`src/rtl/sld_pkg.sv`:
```
package sld_pkg;

    typedef enum logic [0:0] {
        LATCH_HOLD   = 1'b0,
        LATCH_FOLLOW = 1'b1
    } latch_state_e;

    localparam int unsigned SLD_MIN_SYNC = 2;

endpackage

```
`src/rtl/sld_pin_sync.sv`:
```
module sld_pin_sync #(
    parameter int unsigned NUM_PINS  = 4,
    parameter int unsigned STAGES    = 2,
    parameter logic [NUM_PINS-1:0] RESET_VAL = '0
) (
    input  logic                sys_clk,
    input  logic                rst_n,
    input  logic [NUM_PINS-1:0] pin_in,
    output logic [NUM_PINS-1:0] pin_sync
);

    initial begin
        if (STAGES < sld_pkg::SLD_MIN_SYNC) begin
            $error("sld_pin_sync: STAGES must be at least 2");
        end
    end

    for (genvar p = 0; p < NUM_PINS; p++) begin : g_pin
        logic [STAGES-1:0] chain;

        always_ff @(posedge sys_clk) begin
            if (!rst_n) begin
                chain <= {STAGES{RESET_VAL[p]}};
            end else begin
                chain <= {chain[STAGES-2:0], pin_in[p]};
            end
        end

        assign pin_sync[p] = chain[STAGES-1];
    end

endmodule

```
`src/rtl/sld_shift_chain.sv`:
```
module sld_shift_chain #(
    parameter int unsigned WIDTH = 16
) (
    input  logic             sys_clk,
    input  logic             rst_n,
    input  logic             shift_en,
    input  logic             ser_in,
    output logic [WIDTH-1:0] word,
    output logic             ser_out
);

    localparam int unsigned TOP = WIDTH - 1;

    always_ff @(posedge sys_clk) begin
        if (!rst_n) begin
            word <= '0;
        end else if (shift_en) begin
            word <= {word[TOP-1:0], ser_in};
        end
    end

    assign ser_out = word[TOP];

endmodule

```
`src/rtl/sld_latch_ctrl.sv`:
```
module sld_latch_ctrl
    import sld_pkg::*;
#(
    parameter int unsigned WIDTH = 16
) (
    input  logic             sys_clk,
    input  logic             rst_n,
    input  logic             load_lvl,
    input  logic [WIDTH-1:0] shift_word,
    output latch_state_e     state,
    output logic [WIDTH-1:0] held_word
);

    latch_state_e state_nxt;

    // state register
    always_ff @(posedge sys_clk) begin
        if (!rst_n) begin
            state <= LATCH_HOLD;
        end else begin
            state <= state_nxt;
        end
    end

    // transitions
    always_comb begin
        state_nxt = state;
        unique case (state)
            LATCH_HOLD:   if (load_lvl)  state_nxt = LATCH_FOLLOW;
            LATCH_FOLLOW: if (!load_lvl) state_nxt = LATCH_HOLD;
            default:      state_nxt = LATCH_HOLD;
        endcase
    end

    // outputs: copy while following; the last copy before HOLD is the capture
    always_ff @(posedge sys_clk) begin
        if (!rst_n) begin
            held_word <= '0;
        end else begin
            unique case (state)
                LATCH_FOLLOW: held_word <= shift_word;
                LATCH_HOLD:   held_word <= held_word;
                default:      held_word <= held_word;
            endcase
        end
    end

endmodule

```
`src/rtl/sld_blank_gate.sv`:
```
module sld_blank_gate #(
    parameter int unsigned WIDTH = 16
) (
    input  logic             blank_lvl,
    input  logic [WIDTH-1:0] held_word,
    output logic [WIDTH-1:0] drive_en
);

    for (genvar c = 0; c < WIDTH; c++) begin : g_chan
        assign drive_en[c] = held_word[c] & ~blank_lvl;
    end

endmodule

```
`src/rtl/serial_latch_driver.sv`:
```
module serial_latch_driver
    import sld_pkg::*;
#(
    parameter int unsigned WIDTH       = 16,
    parameter int unsigned SYNC_STAGES = 2
) (
    input  logic             sys_clk,
    input  logic             rst_n,
    input  logic             ser_din,
    input  logic             ser_clk,
    input  logic             load_en,
    input  logic             blank,
    output logic             ser_dout,
    output logic [WIDTH-1:0] chan_state,
    output logic [WIDTH-1:0] chan_drive_en
);

    localparam int unsigned NPIN     = 4;
    localparam int unsigned PIN_DIN  = 0;
    localparam int unsigned PIN_SCLK = 1;
    localparam int unsigned PIN_LOAD = 2;
    localparam int unsigned PIN_BLNK = 3;
    // blanking pin resets high so outputs stay disabled during reset
    localparam logic [NPIN-1:0] PIN_RST = 4'b1000;

    logic [NPIN-1:0]  pins_raw;
    logic [NPIN-1:0]  pins_q;
    logic             din_q;
    logic             sclk_q;
    logic             sclk_prev;
    logic             load_q;
    logic             blank_q;
    logic             sclk_rise;
    logic [WIDTH-1:0] shift_word;
    logic [WIDTH-1:0] held_word;
    latch_state_e     lstate;

    assign pins_raw[PIN_DIN]  = ser_din;
    assign pins_raw[PIN_SCLK] = ser_clk;
    assign pins_raw[PIN_LOAD] = load_en;
    assign pins_raw[PIN_BLNK] = blank;

    sld_pin_sync #(
        .NUM_PINS  (NPIN),
        .STAGES    (SYNC_STAGES),
        .RESET_VAL (PIN_RST)
    ) u_sync (
        .sys_clk  (sys_clk),
        .rst_n    (rst_n),
        .pin_in   (pins_raw),
        .pin_sync (pins_q)
    );

    assign din_q   = pins_q[PIN_DIN];
    assign sclk_q  = pins_q[PIN_SCLK];
    assign load_q  = pins_q[PIN_LOAD];
    assign blank_q = pins_q[PIN_BLNK];

    always_ff @(posedge sys_clk) begin
        if (!rst_n) begin
            sclk_prev <= 1'b0;
        end else begin
            sclk_prev <= sclk_q;
        end
    end

    assign sclk_rise = sclk_q & ~sclk_prev;

    sld_shift_chain #(
        .WIDTH (WIDTH)
    ) u_shift (
        .sys_clk  (sys_clk),
        .rst_n    (rst_n),
        .shift_en (sclk_rise),
        .ser_in   (din_q),
        .word     (shift_word),
        .ser_out  (ser_dout)
    );

    sld_latch_ctrl #(
        .WIDTH (WIDTH)
    ) u_latch (
        .sys_clk    (sys_clk),
        .rst_n      (rst_n),
        .load_lvl   (load_q),
        .shift_word (shift_word),
        .state      (lstate),
        .held_word  (held_word)
    );

    sld_blank_gate #(
        .WIDTH (WIDTH)
    ) u_gate (
        .blank_lvl (blank_q),
        .held_word (held_word),
        .drive_en  (chan_drive_en)
    );

    assign chan_state = held_word;

endmodule

```
`config.mk`:
```
export PLATFORM = sky130hd
export DESIGN_NAME = serial_latch_driver
export DESIGN_NICKNAME = d
export VERILOG_FILES = /design/src/rtl/sld_pkg.sv /design/src/rtl/sld_pin_sync.sv /design/src/rtl/sld_shift_chain.sv /design/src/rtl/sld_latch_ctrl.sv /design/src/rtl/sld_blank_gate.sv /design/src/rtl/serial_latch_driver.sv
export SDC_FILE = /design/constraint.sdc
export NUM_CORES = 1
export LEC_CHECK = 0
export ABC_CLOCK_PERIOD_IN_PS = 1100
export CORE_UTILIZATION = 60
export DETAILED_ROUTE_END_ITERATION = 10
export DONT_BUFFER_PORTS = 1
export GPL_TIMING_DRIVEN = 0
export PLACE_DENSITY = 0.81
export REMOVE_ABC_BUFFERS = 1
export SLEW_MARGIN = 20
export SYNTH_ARGS = -nofsm -noshare
export SYNTH_HDL_FRONTEND = slang
export SYNTH_SLANG_ARGS = --single-unit
```
`constraint.sdc`:
```
create_clock -name sys_clk -period 1.1 [get_ports sys_clk]
set_input_delay 0.055 -clock sys_clk [delete_from_list [all_inputs] [get_ports sys_clk]]
set_output_delay 0.055 -clock sys_clk [all_outputs]
set_load 0.005 [all_outputs]
```
==> impl_metrics.py <==
metrics = {
    "status": {
        "status": "finished with violations",
        "violations": "negative setup slack",
    },
    "route": {
        "vias": 994,
        "wl_mm": 2.88,
        "route.detailed.drc": 0,
        "routed_via_density": 5.20,
        "wire_per_inst_um": 15.1,
        "ant_nets": 0,
        "drtPass1Iterations": 4,
        "drt_iter0_drc": 9,
    },
    "layout": {
        "drive_gt1_share_pct": 13.7,
        "fillers": 149,
        "antenna-diode-count": 0,
        "finalNetCount": 166,
        "final_cells": 191,
        "synthToLayoutAreaGrowth_pct": 15.9,
    },
    "sta": {
        "setup_ws_ns": -0.0188,
        "fmax_mhz": 894,
        "slew_violations": 0,
        "min_period_ns": 1.12,
        "finalCritPeriodShare_pct": 102,
        "hold_violations": 0,
        "max_slew.worst_pin.slew_ns": 0.287,
        "final-setup-viol-count": 10,
        "worst_clock_skew_ns": 0.00340,
        "rsz0062_at_grt": "true",
        "slew_headroom_pct": 80.8,
        "holdWs_ns": 0.0225,
    },
    "clocking": {
        "cts_max_level": 2,
        "clockBufferDepth": 2,
        "clk_latency_ns": 0.34,
        "clk_pin_slew_worst_paths_ns": 0.11,
        "cts_made_buffers": 5,
        "clock-root-buffer": "clkbuf_4",
        "cts.sink_count": 42,
        "cts_tree": "done",
    },
    "critical_path": {
        "critical_path.cell_chain": "buf_6 -> and2b_1",
        "crit_path_start_kind": "flip-flop",
        "required_ns": 1.04,
        "crit_slowest_cell": "dfxtp_4",
        "cpPeakStageDelay_ns": 0.38,
        "cp.arrival_ns": 1.06,
        "path_max_fanout": 8,
        "path_class": "flip-flop to primary output",
        "worst_setup_path_end_kind": "primary output",
    },
    "global_routing": {
        "grt_pass1_vias": 771,
        "grt_overflow": 0,
        "track_usage_pct": 18.3,
        "grt_max_degree": 44,
        "antenna_found_initial": 0,
        "grt_pass1_wl_mm": 3.44,
    },
    "yosys": {
        "yosysWarnings": 0,
        "synth_edf_count": 0,
        "netlist_top_cells_area": "dfxtp_1 53%, mux2i_1 20%, nor2b_1 7.8%, and2b_1 4.7%, nand2_1 4.0%",
        "synthFlopType": "dfxtp_1",
        "ys_top_cells_by_count": "42 x dfxtp_1, 32 x mux2i_1, 20 x nor2b_1, 17 x nand2_1, 10 x and2b_1",
        "synth_seq_cells": 42,
        "synth_top_area_cell": "dfxtp_1",
        "syn_avg_cell_area_um2": 11.2,
        "syn_area_um2": 1600,
        "synth_most_common_cell": "dfxtp_1",
        "async_flop_share_pct": 0,
        "synth.distinct_cells": 16,
        "synth_cells": 143,
        "seq_area_frac_synth_pct": 52.5,
        "synth.top_cell.area_share_pct": 52.5,
    },
    "power_and_ir_drop": {
        "vdd_drop_max_mv": 1.11,
        "p_per_area_nw_per_um2": 1390,
        "pwr-share-clk_pct": 34.5,
        "swShare_pct": 20.2,
        "pwr-share-comb_pct": 5.5,
        "p_int_uw": 2060,
        "switchingPower_uw": 522,
        "p_seq_share_pct": 59.9,
        "power.leakage_uw": 0.000691,
    },
    "placement": {
        "post-dp-hpwl_mm": 1.39,
        "place.gp.congestion": 0.665,
        "placed_cells": 164,
        "io_buffers": 0,
    },
    "floorplanning": {
        "top_level_ports": 39,
        "core_area_um2": 2500,
        "start_util_pct": 64.1,
        "die_w_um": 53.7,
        "placementRows": 18,
        "die_y_um": 53.7,
        "dieArea_um2": 2880,
    },
    "hold_path": {
        "hold_class": "input pin to flip-flop",
    },
    "run": {
        "maxCapViolCount": 0,
    },
}
[routing by layer]
metal | share of wire, % | vias up | global-route usage, %
li1 | - | 495 | -
met1 | 45 | 469 | 20.4
met2 | 49 | 23 | 27.8
met3 | 3.4 | 7 | 9.32
met4 | 1.8 | 0 | 10.5
met5 | 0 | - | 0
[path summary, 6_finish.rpt]
path                            startpoint                        to  slack [ns]  depth (start not counted)
setup reg to reg             u_latch.state      u_latch.held_word[0]        0.14                          2
hold reg to reg   u_sync.g_pin[3].chain[0]  u_sync.g_pin[3].chain[1]        0.42                          1
hold / removal                       rst_n                 sclk_prev        0.02                          2
setup / recovery  u_sync.g_pin[3].chain[1]         chan_drive_en[12]       -0.02                          2
[worst max-delay path, delay by kind of cell (launching register included)]
kind | cells | cell delay, ns
flops | 1 | 0.38
buf+inv | 1 | 0.14
simple gates | 1 | 0.20
[layout by cell type (no fill, tap or decap)]
cell type	Yosys	routed
and2_2	1	1
nor2b_2	0	2
nand2_1	17	17
dlygate4sd3_1	0	13
dfxtp_4	0	2
and2b_1	10	10
and2b_2	2	2
buf_6	2	2
clkbuf_4	0	5
clkbuf_8	0	3
and2_1	7	7
nand2b_1	2	2
nor2b_1	20	18
buf_4	1	2
mux2i_1	32	32
buf_12	1	2
nor2b_4	1	1
dfxtp_1	42	40
[state kept, by name (all words and copies together), names as in the netlist]
register and cells:
sclk_prev 1, u_latch.held_word 16, u_latch.state 1, u_shift.word 16, u_sync.g_pin.chain 8
[stage by stage]
| step | area [µm²] | setup TNS, ns | setup slack (ns) | utilization, % | power (µW) |
|---|---|---|---|---|---|
| final | 1860 | -0.141 | -0.0188 | 74.3 | 2580 |
| after global routing | 1860 | -0.837 | -0.0777 | 74.3 | 2690 |
| after CTS | 1750 | -0.0586 | -0.0227 | 70.0 | 2560 |
| after detailed placement | 1560 | -4.72 | -0.283 | 62.3 | 1640 |
| after global placement | 1560 | -4.46 | -0.268 | 62.3 | 1640 |
| after floorplan | 1520 | -1.29 | -0.0807 | - | 1630 |
[cell families after synthesis]
logic type | count (synthesis) | synth area share, %
buf+inv | 9 | 5.08
flops | 42 | 52.5
mux | 32 | 20.0
simple gates | 60 | 22.4
[power by group through the flow]
stage	sequential [µW]	combinational, µW	clock [µW]
CTS	1550	97.9	914
global placement	1590	49.9	0
floorplan	1580	46.8	0
detailed placement	1590	50.1	0
global route	1550	150	988
finish	1550	142	891
[timing repair]
| action | CTS | global route |
|---|---|---|
| hold buffers | 7 | 8 |
| setup endpoints to repair | 48 | 24 |
| resized for setup | 3 | 6 |
| buffers inserted | 2 | 3 |
| endpoints found under the hold margin | 42 | 3 |
| pin swaps | 0 | 0 |
[cell type report]
cell class,count,area (µm²),area share (%)
clock buffers,8,78.8,4.25
multi-input cells,92,684,36.9
flip-flops and latches,42,848,45.7
well taps,30,37.5,2.02
repair buffers,19,208,11.2
No activity file was read; power rests on OpenSTA's default activity.
